**src/rtl/tot_pkg.sv**
```systemverilog
package tot_pkg;

  // Strobes and levels sent from the control side to the datapath.
  typedef struct packed {
    logic compOn;    // synchronised comparator level
    logic injOn;     // synchronised injection-active level
    logic capture;   // copy count into shadow (start of read frame)
    logic readOn;    // a read frame is in progress
    logic ptrReset;  // frame-select changed: pointer back to MSB
    logic ptrStep;   // falling serial-clock edge: advance pointer
  } totCtl_t;

endpackage

```
**src/rtl/tot_sync.sv**
```systemverilog
module tot_sync #(
  parameter int WIDTH = 1,
  parameter int STAGES = 2,
  parameter logic [WIDTH-1:0] RST_VAL = '0
) (
  input  logic             clk,
  input  logic             rstN,
  input  logic [WIDTH-1:0] din,
  output logic [WIDTH-1:0] dout
);

  logic [WIDTH-1:0] stage [STAGES];

  always_ff @(posedge clk or negedge rstN) begin
    if (!rstN) begin
      for (int i = 0; i < STAGES; i++) stage[i] <= RST_VAL;
    end else begin
      stage[0] <= din;
      for (int i = 1; i < STAGES; i++) stage[i] <= stage[i-1];
    end
  end

  assign dout = stage[STAGES-1];

endmodule

```
**src/rtl/tot_ctrl.sv**
```systemverilog
module tot_ctrl
  import tot_pkg::*;
#(
  parameter int SYNC_STAGES = 2
) (
  input  logic    clk,
  input  logic    rstN,
  input  logic    compIn,
  input  logic    injIn,
  input  logic    sclk,
  input  logic    csB,
  output totCtl_t ctl
);

  // Bit order of the synchroniser bus.
  localparam int B_COMP = 0;
  localparam int B_INJ  = 1;
  localparam int B_CS   = 2;
  localparam int B_SCLK = 3;
  localparam int N_IN   = 4;
  // The frame-select input rests high (no read frame) out of reset.
  localparam logic [N_IN-1:0] SYNC_RST = N_IN'(1) << B_CS;

  logic [N_IN-1:0] rawIn;
  logic [N_IN-1:0] syncIn;
  logic            csSync;
  logic            sclkSync;
  logic            csPrev;
  logic            sclkPrev;
  logic            readFlag;

  assign rawIn[B_COMP] = compIn;
  assign rawIn[B_INJ]  = injIn;
  assign rawIn[B_CS]   = csB;
  assign rawIn[B_SCLK] = sclk;

  tot_sync #(
    .WIDTH  (N_IN),
    .STAGES (SYNC_STAGES),
    .RST_VAL(SYNC_RST)
  ) u_sync (
    .clk (clk),
    .rstN(rstN),
    .din (rawIn),
    .dout(syncIn)
  );

  assign csSync   = syncIn[B_CS];
  assign sclkSync = syncIn[B_SCLK];

  always_ff @(posedge clk or negedge rstN) begin
    if (!rstN) begin
      csPrev   <= 1'b1;
      sclkPrev <= 1'b0;
      readFlag <= 1'b0;
    end else begin
      csPrev   <= csSync;
      sclkPrev <= sclkSync;
      readFlag <= ~csSync;
    end
  end

  always_comb begin
    ctl.compOn   = syncIn[B_COMP];
    ctl.injOn    = syncIn[B_INJ];
    ctl.capture  = csPrev & ~csSync;
    ctl.readOn   = readFlag;
    ctl.ptrReset = csPrev ^ csSync;
    ctl.ptrStep  = sclkPrev & ~sclkSync;
  end

endmodule

```
**src/rtl/tot_datapath.sv**
```systemverilog
module tot_datapath
  import tot_pkg::*;
#(
  parameter int CNT_W = 8,
  localparam int PTR_W = $clog2(CNT_W)
) (
  input  logic             clk,
  input  logic             rstN,
  input  totCtl_t          ctl,
  output logic [CNT_W-1:0] count,
  output logic [CNT_W-1:0] shadow,
  output logic [PTR_W-1:0] ptr,
  output logic             miso
);

  localparam logic [CNT_W-1:0] CNT_MAX = {CNT_W{1'b1}};
  localparam logic [PTR_W-1:0] PTR_TOP = PTR_W'(CNT_W - 1);

  logic bitsDone;

  // Counter gated by the comparator, cleared outside injection, saturating.
  always_ff @(posedge clk or negedge rstN) begin
    if (!rstN) begin
      count <= '0;
    end else if (!ctl.injOn) begin
      count <= '0;
    end else if (ctl.compOn && count != CNT_MAX) begin
      count <= count + 1'b1;
    end
  end

  // Shadow copy, frozen for the duration of a read frame.
  always_ff @(posedge clk or negedge rstN) begin
    if (!rstN) begin
      shadow <= '0;
    end else if (ctl.capture) begin
      shadow <= count;
    end
  end

  // Bit pointer, MSB first; stops after the LSB has been sent.
  always_ff @(posedge clk or negedge rstN) begin
    if (!rstN) begin
      ptr      <= PTR_TOP;
      bitsDone <= 1'b0;
    end else if (ctl.ptrReset) begin
      ptr      <= PTR_TOP;
      bitsDone <= 1'b0;
    end else if (ctl.ptrStep && !bitsDone) begin
      if (ptr == '0) begin
        bitsDone <= 1'b1;
      end else begin
        ptr <= ptr - 1'b1;
      end
    end
  end

  assign miso = ctl.readOn & ~bitsDone & shadow[ptr];

endmodule

```
**src/rtl/tot_readout.sv**
```systemverilog
module tot_readout
  import tot_pkg::*;
#(
  parameter int CNT_W = 8,
  parameter int SYNC_STAGES = 2,
  localparam int PTR_W = $clog2(CNT_W)
) (
  input  logic clkFast,
  input  logic rstN,
  input  logic compIn,
  input  logic injIn,
  input  logic sclk,
  input  logic csB,
  output logic miso
);

  totCtl_t          ctl;
  logic [CNT_W-1:0] count;
  logic [CNT_W-1:0] shadow;
  logic [PTR_W-1:0] ptr;

  tot_ctrl #(
    .SYNC_STAGES(SYNC_STAGES)
  ) u_ctrl (
    .clk   (clkFast),
    .rstN  (rstN),
    .compIn(compIn),
    .injIn (injIn),
    .sclk  (sclk),
    .csB   (csB),
    .ctl   (ctl)
  );

  tot_datapath #(
    .CNT_W(CNT_W)
  ) u_dp (
    .clk   (clkFast),
    .rstN  (rstN),
    .ctl   (ctl),
    .count (count),
    .shadow(shadow),
    .ptr   (ptr),
    .miso  (miso)
  );

endmodule

```
**config.mk**
```make
export PLATFORM = sky130hd
export DESIGN_NAME = tot_readout
export DESIGN_NICKNAME = d
export VERILOG_FILES = /design/src/rtl/tot_pkg.sv /design/src/rtl/tot_sync.sv /design/src/rtl/tot_ctrl.sv /design/src/rtl/tot_datapath.sv /design/src/rtl/tot_readout.sv
export SDC_FILE = /design/constraint.sdc
export NUM_CORES = 1
export LEC_CHECK = 0
export BUFFER_PORTS_ARGS = -buffer_cell sky130_fd_sc_hd__buf_2
export CORE_MARGIN = 2
export CORE_UTILIZATION = 60
export CTS_BUF_LIST = sky130_fd_sc_hd__clkbuf_8
export CTS_CLUSTER_SIZE = 14
export DETAILED_ROUTE_END_ITERATION = 12
export PLACE_DENSITY = 0.78
export SLEW_MARGIN = 0
export SYNTH_ARGS = -nofsm -noshare
export SYNTH_HDL_FRONTEND = slang
export SYNTH_SLANG_ARGS = --single-unit
```
**constraint.sdc**
```tcl
create_clock -name clkFast -period 2.1 [get_ports clkFast]
set_input_delay 0.42 -clock clkFast [delete_from_list [all_inputs] [get_ports clkFast]]
set_output_delay 0.42 -clock clkFast [all_outputs]
set_load 0.05 [all_outputs]
```
==> key figures, run 1 <==
Floorplan
  • Core area: 2150 um2
  • Row count: 17
  • Die area: approximately 2600 um2
  • Die Width: 51.1 um
  • Initial Utilization: 62.0%
  • Die height: 51.1 um
  • I/O pin count: 7

Routing
  • Vias/cell: 5.89
  • Final wirelength: approximately 2200 um
  • ANT nets after route: 0
  • DR DRC count: 0
  • Drt initial violations: 25
  • DR vias: 837
  • DR WL/cell: 15.7 um
  • First-pass iteration count of the detailed router: 4

Timing
  • Worst Skew: 0.00614 ns
  • Unrepaired setup endpoints after global routing: yes
  • Final Hold Fails: 0
  • Max Freq: 452 MHz
  • Least-Margin Pin Slew: ~0.65 ns
  • Final critical-path share of the clock period: 105%
  • Final Max Tran Viols: 0
  • Hold Slack: roughly 0.16 ns
  • Slew HR: 56.5%
  • Setup_tns: -0.111 ns
  • Fin crit period: 2.21 ns
  • Setup ws final: -0.111 ns
  • Final setup fails: 1

Global routing
  • Total track usage: 21.7%
  • Global routing usage on met2: 30.1%
  • Largest net degree at the start of global routing: 32
  • M3 GR Usage: 6.73%
  • Routing usage on met1: 28.3%
  • Initial antenna violation count: 0
  • Global-route wire length before repair: 3820 um
  • GRT busiest layer: met2
  • Gr ovfl total: 0
  • Vias in the first global route: between 800 and 900

CTS
  • CTS sink count: 31
  • Clock latency at the later pin of the worst-skew pair: ~0.28 ns
  • Root buffer cell: clkbuf_8
  • Post-CTS Setup Inserts: 0
  • Post-cts repair resize count: 3
  • H-tree Lvls: 2
  • Hold-fix buffers, CTS: 0
  • CTS tree: done
  • Clk buf depth: 2
  • CTS Buf Count: 5
  • Clock transition at the registers of the reported paths: 0.07 ns

Setup path
  • Critical Path Fanout Max: 5
  • Kind of critical path: register to output pin
  • Required @ worst endpoint: approximately 1.7 ns
  • Critical Path AT: 1.79 ns
  • R2R cell count: 4
  • Worst Setup SP: u_dp.ptr[0]
  • CP Capture Type: output pin
  • Reg-to-Reg Start: u_dp.ptr[0]
  • Critical Path Start Type: register

Power
  • Logic pwr share: 5.2%
  • Power density over the cells: approximately 810 nW/um2
  • Reg power frac: 53.0%
  • Pint: approximately 960 uW
  • Clk pwr share: 41.8%
  • Power Total: 1.23 mW
  • Sw frac: 22.0%
  • Pleak: 0.678 nW
  • Psw: 270 uW
  • Peak supply drop: ~870 uV

Synth
  • Mapped cell area: 1330 um2
  • Synthesis-stage register bit count: 31
  • Top post-synthesis cells by area: dfrtp_1 (47%), dfstp_2 (12%), mux2_2 (6.8%)
  • Ys async rst share: 100%
  • Sequential area share after synthesis: 58.8%
  • Synth top cells by count: dfrtp_1 (25), mux2_2 (8), inv_1 (7), nand2_1 (7), dfstp_2 (6)
  • Syn Inst Count: 101
  • Distinct cells, synth: 34
  • Yosys top cell by area: dfrtp_1
  • Syn_area_per_cell: ~13 um2
  • Post-synth EDFFs: 0
  • Top-count cell post-synth: dfrtp_1
  • Synthesized net count: 111
  • Post-synth top flop: dfrtp_1
  • Top cell type's share of synthesized area: 46.9%
  • Yosys warns: 0

Place
  • Routability cong.: around 0.8
  • Port bufs: 6
  • Hpwl dp: 1520 um

Layout
  • Final-stage net count: 123
  • Filler Cell Count: roughly 150
  • Share of post-route cells with drive strength above 1: 29.8%
  • Layout area overhead: 13.0%
  • ANT cells: 0

Flow run
  • Max Cap Viol: 0

Worst hold path
  • Hold Path Class: input pin to async pin

Status
  • Status: finished with violations
  • Failing checks: setup timing
## layer usage
| metal | wire (um) | vias to the layer above |
|---|---|---|
| li1 | - | 393 |
| met1 | 1010 | 414 |
| met2 | 1020 | 21 |
| met3 | 112 | 9 |
| met4 | 81 | 0 |
| met5 | 0 | - |
## sequential cells by signal, indices dropped and copies added (netlist names)
register	cells
u_ctrl.readFlag	1
u_ctrl.csPrev	1
u_ctrl.u_sync.dout	4
u_dp.ptr	3
u_dp.count	8
u_ctrl.sclkPrev	1
u_dp.shadow	8
u_dp.bitsDone	1
u_ctrl.u_sync.stage	4
## logic make-up (layout without fill, tap and decap cells)
kind of cell / count (synthesis) / after routing / synth area share [%]
mux: 14 / 14 / 13.4
simple gates: 28 / 28 / 12.0
flops: 31 / 31 / 58.8
buf+inv: 8 / 21 / 2.25
fa+ha+maj: 4 / 4 / 3.76
compound gates: 16 / 16 / 9.76
## power by group through the flow
stage	registers (mW)	logic, mW	clock network [mW]
floorplan	0.652	0.0411	0
CTS	0.649	0.0650	0.528
global placement	0.658	0.0607	0
global route	0.652	0.0730	0.555
detailed placement	0.659	0.0641	0
finish	0.649	0.0635	0.512
## layout make-up
type | instances | area (um2) | area share (%)
timing repair buffer | 6 | 36.3 | 2.41
sequential | 31 | 783 | 52.0
inverter | 7 | 26.3 | 1.75
clock inverter | 1 | 7.51 | 0.499
tap | 28 | 35.0 | 2.33
clock buffer | 7 | 96.3 | 6.40
multi-input combinational | 62 | 520 | 34.6
## metrics by stage
stage	utilization [%]	cells	setup slack, ns	area (um2)
after floorplan	-	101	0.187	1340
after global placement	65.1	134	0.136	1400
after detailed placement	65.1	134	0.104	1400
after CTS	70.1	142	-0.137	1510
after global routing	70.1	142	-0.189	1510
final	70.1	142	-0.111	1510
## placed cells by master, fill, tap and decap left out, types with 2 or more instances in the layout
| master | instances |
|---|---|
| a211oi_1 | 2 |
| a21oi_1 | 2 |
| a31oi_1 | 2 |
| and3_1 | 2 |
| buf_2 | 5 |
| clkbuf_8 | 7 |
| dfrtp_1 | 25 |
| dfstp_2 | 6 |
| ha_1 | 4 |
| inv_1 | 7 |
| mux2_2 | 8 |
| mux2i_1 | 4 |
| mux4_2 | 2 |
| nand2_1 | 7 |
| nand2b_1 | 2 |
| nand3_1 | 3 |
| nand4_1 | 2 |
| nor2b_1 | 2 |
| nor3_1 | 3 |
| o21ai_0 | 3 |
## critical path, stage by stage, from the launching register on
cell	delay, ns
dfstp_2	0.59
mux4_2	0.52
mux2i_1	0.17
nor3b_2	0.07
buf_6	0.15
## final timing paths
check | end | slack (ns)
worst max register to register | u_dp.ptr[1] | 0.55
min in group clkFast | u_ctrl.u_sync.stage[6] | 0.24
worst min-delay path | u_dp.shadow[2] | 0.16
worst min register to register | u_ctrl.u_sync.dout[0] | 0.35
max in group asynchronous | u_ctrl.sclkPrev | 1.51
worst max-delay path | miso | -0.11
Power figures use the tool's default switching activity.
==> run 2: changes to the inputs <==
--- a/config.mk
+++ b/config.mk
@@ -5,7 +5,9 @@
 export SDC_FILE = /design/constraint.sdc
 export NUM_CORES = 1
 export LEC_CHECK = 0
+export ABC_AREA = 1
 export BUFFER_PORTS_ARGS = -buffer_cell sky130_fd_sc_hd__buf_2
+export CAP_MARGIN = 5
 export CORE_MARGIN = 2
 export CORE_UTILIZATION = 60
 export CTS_BUF_LIST = sky130_fd_sc_hd__clkbuf_8
==> run 2 against run 1 <==
  * The flow now finishes without violations
  * Final cell count is 35% higher
  * Clock power down 10%
  * Clock-buffer cell count decreased by 1
==> key figures, run 2 <==
Power
  • Power density over the cells: around 800 nW/um2
  • Peak supply drop: 667 uV
  • Pleak: about 0.77 nW

Setup path
  • R2r setup slk: 0.54 ns
  • Critical Path AT: approximately 1.6 ns
  • Critical Path Fanout Max: 7
  • Critical Path Start Type: register
  • Kind of critical path: register to output pin
  • Required @ worst endpoint: 1.68 ns
  • CP Capture Type: output pin
  • R2R cell count: 7

Synth
  • Yosys warns: 0
  • Synthesis-stage register bit count: 31
  • Yosys top cell by area: dfrtp_1
  • Post-synth top flop: dfrtp_1
  • Synth top cells by count: nand2_1 (39), dfrtp_1 (25), inv_1 (18), nor2_1 (16), nand3_1 (12)
  • Syn Inst Count: 150
  • Post-synth EDFFs: 0
  • Top cell type's share of synthesized area: between 40% and 50%
  • Syn_area_per_cell: between 9 and 10 um2
  • Top-count cell post-synth: nand2_1
  • Top post-synthesis cells by area: dfrtp_1 (46%), dfstp_2 (12%), nand2_1 (11%)
  • Mapped cell area: 1360 um2
  • Distinct cells, synth: 21
  • Ys async rst share: 100%
  • Synthesized net count: 160
  • Sequential area share after synthesis: 57.5%

Timing
  • Least-Margin Pin Slew: 0.656 ns
  • Slew HR: 56.3%
  • Final setup fails: 0
  • Unrepaired setup endpoints after global routing: no
  • Final critical-path share of the clock period: 93.9%
  • Final Hold Fails: 0
  • Setup_tns: 0 ns
  • Worst Skew: 0.00716 ns
  • Final Max Tran Viols: 0
  • Max Freq: 507 MHz
  • Hold Slack: ~0.17 ns
  • Fin crit period: 1.97 ns

Routing
  • DR vias: just over 1,000
  • Vias/cell: approximately 5.4
  • DR DRC count: 0
  • ANT nets after route: 0
  • Final wirelength: about 2600 um
  • DR WL/cell: roughly 13 um
  • Drt initial violations: 17
  • First-pass iteration count of the detailed router: 4

Status
  • Status: complete, no violations

Worst hold path
  • Hold Path Class: input pin to async pin

Global routing
  • Vias in the first global route: 1,064
  • Total track usage: 24.0%
  • Global-route wire length before repair: 4330 um
  • Initial antenna violation count: 0
  • Gr ovfl total: 0
  • Largest net degree at the start of global routing: 32

CTS
  • Clock latency at the later pin of the worst-skew pair: 0.27 ns
  • CTS Buf Count: 5
  • H-tree Lvls: 2
  • CTS sink count: 31
  • Hold-fix buffers, CTS: 0
  • Root buffer cell: clkbuf_8
  • CTS tree: done
  • Clock transition at the registers of the reported paths: 0.06 ns
  • Clk buf depth: 2
  • Post-cts repair resize count: 0
  • Post-CTS Setup Inserts: 0

Place
  • Routability cong.: 0.896
  • Hpwl dp: 1840 um
  • Port bufs: 6

Layout
  • Most common cell after layout, fill and taps aside: nand2_1
  • Biggest regs: u_dp.count (8), u_dp.shadow (8)
  • Filler Cell Count: 174
  • Final-stage net count: 172
  • Commonest cells after routing, fill and taps aside: nand2_1 (39), dfrtp_1 (25), inv_1 (18), nor2_1 (16), nand3_1 (12)
  • Share of post-route cells with drive strength above 1: 16.6%
  • ANT cells: 0
  • Layout area overhead: 11.4%

Floorplan
  • Initial Utilization: 62.7%
  • Die area: 2670 um2
  • Core area: about 2200 um2
  • Die height: between 50 and 60 um
  • I/O pin count: 7
  • Die Width: around 52 um
  • Row count: 17

Flow run
  • Max Cap Viol: 0
-- run 2: changes by cell type in the layout (fill, tap and decap cells not counted), sizes merged, moves of 3 or more --
cell,previous run,this run
o21ai,3,6
a21oi,2,8
mux2i,4,0
nand3,3,12
nand2,7,42
a211oi,3,0
nor2,0,17
mux2,8,2
inv,7,19
-- run 2: report_power, final --
| group | switching, mW | leakage [nW] | total [mW] | internal, mW |
|---|---|---|---|---|
| registers | 0.0269 | 0.382 | 0.663 | 0.636 |
| clock network | 0.201 | 0.0524 | 0.459 | 0.259 |
| logic | 0.0732 | 0.338 | 0.111 | 0.0379 |
-- run 2: per-layer routing --
metal / track usage [%] / part of all wire, % / wire length (um) / vias to the layer above
met5: 0 / 0 / 0 / -
met4: 18.0 / 3.9 / 99 / 0
met3: 8.91 / 4.4 / 113 / 9
met2: 40.2 / 51 / 1290 / 28
met1: 24.2 / 41 / 1050 / 488
li1: - / - / - / 504
-- run 2: critical path, cell delays in order (launching register included) --
cell and delay, ns:
dfstp_2 0.59, inv_2 0.08, nand2_1 0.09, nand3_1 0.09, nand2_1 0.08, nand2_1 0.05
nand3_1 0.06, nor2_1 0.04, buf_4 0.18
-- run 2: kinds of logic after synthesis --
group	count (synthesis)	share of synthesized area [%]
AO/OA/AOI/OAI	16	6.25
XOR/XNOR	1	0.643
adder cells (fa/ha/maj)	4	3.68
buffers and inverters	20	5.88
flip-flops	31	57.5
multiplexers	2	1.65
AND/OR/NAND/NOR	76	24.4
-- run 2: cell type report --
class | count | area (um2) | share of cell area (%)
inverters | 19 | 76.3 | 5.03
clock inverters | 2 | 8.76 | 0.578
flip-flops and latches | 31 | 783 | 51.7
clock buffers | 6 | 82.6 | 5.45
repair buffers | 6 | 32.5 | 2.15
multi-input cells | 99 | 498 | 32.8
well taps | 28 | 35.0 | 2.31
-- run 2: path summary, 6_finish.rpt --
check / from / end
setup / recovery: u_dp.ptr[0] / miso
hold / removal: rstN / u_dp.shadow[5]
setup reg to reg: u_dp.ptr[0] / u_dp.ptr[2]
hold reg to reg: u_ctrl.u_sync.stage[7] / u_ctrl.u_sync.dout[3]
max in group asynchronous: rstN / u_ctrl.u_sync.dout[0]
min in group clkFast: csB / u_ctrl.u_sync.stage[6]
-- run 2: through the flow --
stage | util (%) | worst slack, ns | power (mW) | cells | area [um2]
final | 69.9 | 0.127 | 1.23 | 191 | 1520
after detailed placement | 65.6 | 0.401 | 0.779 | 183 | 1420
after global placement | 65.6 | 0.468 | 0.769 | 183 | 1420
after floorplan | - | 0.212 | 0.737 | 150 | 1360
after CTS | 69.8 | 0.0692 | 1.25 | 191 | 1510
after global routing | 69.9 | 0.0334 | 1.30 | 191 | 1520
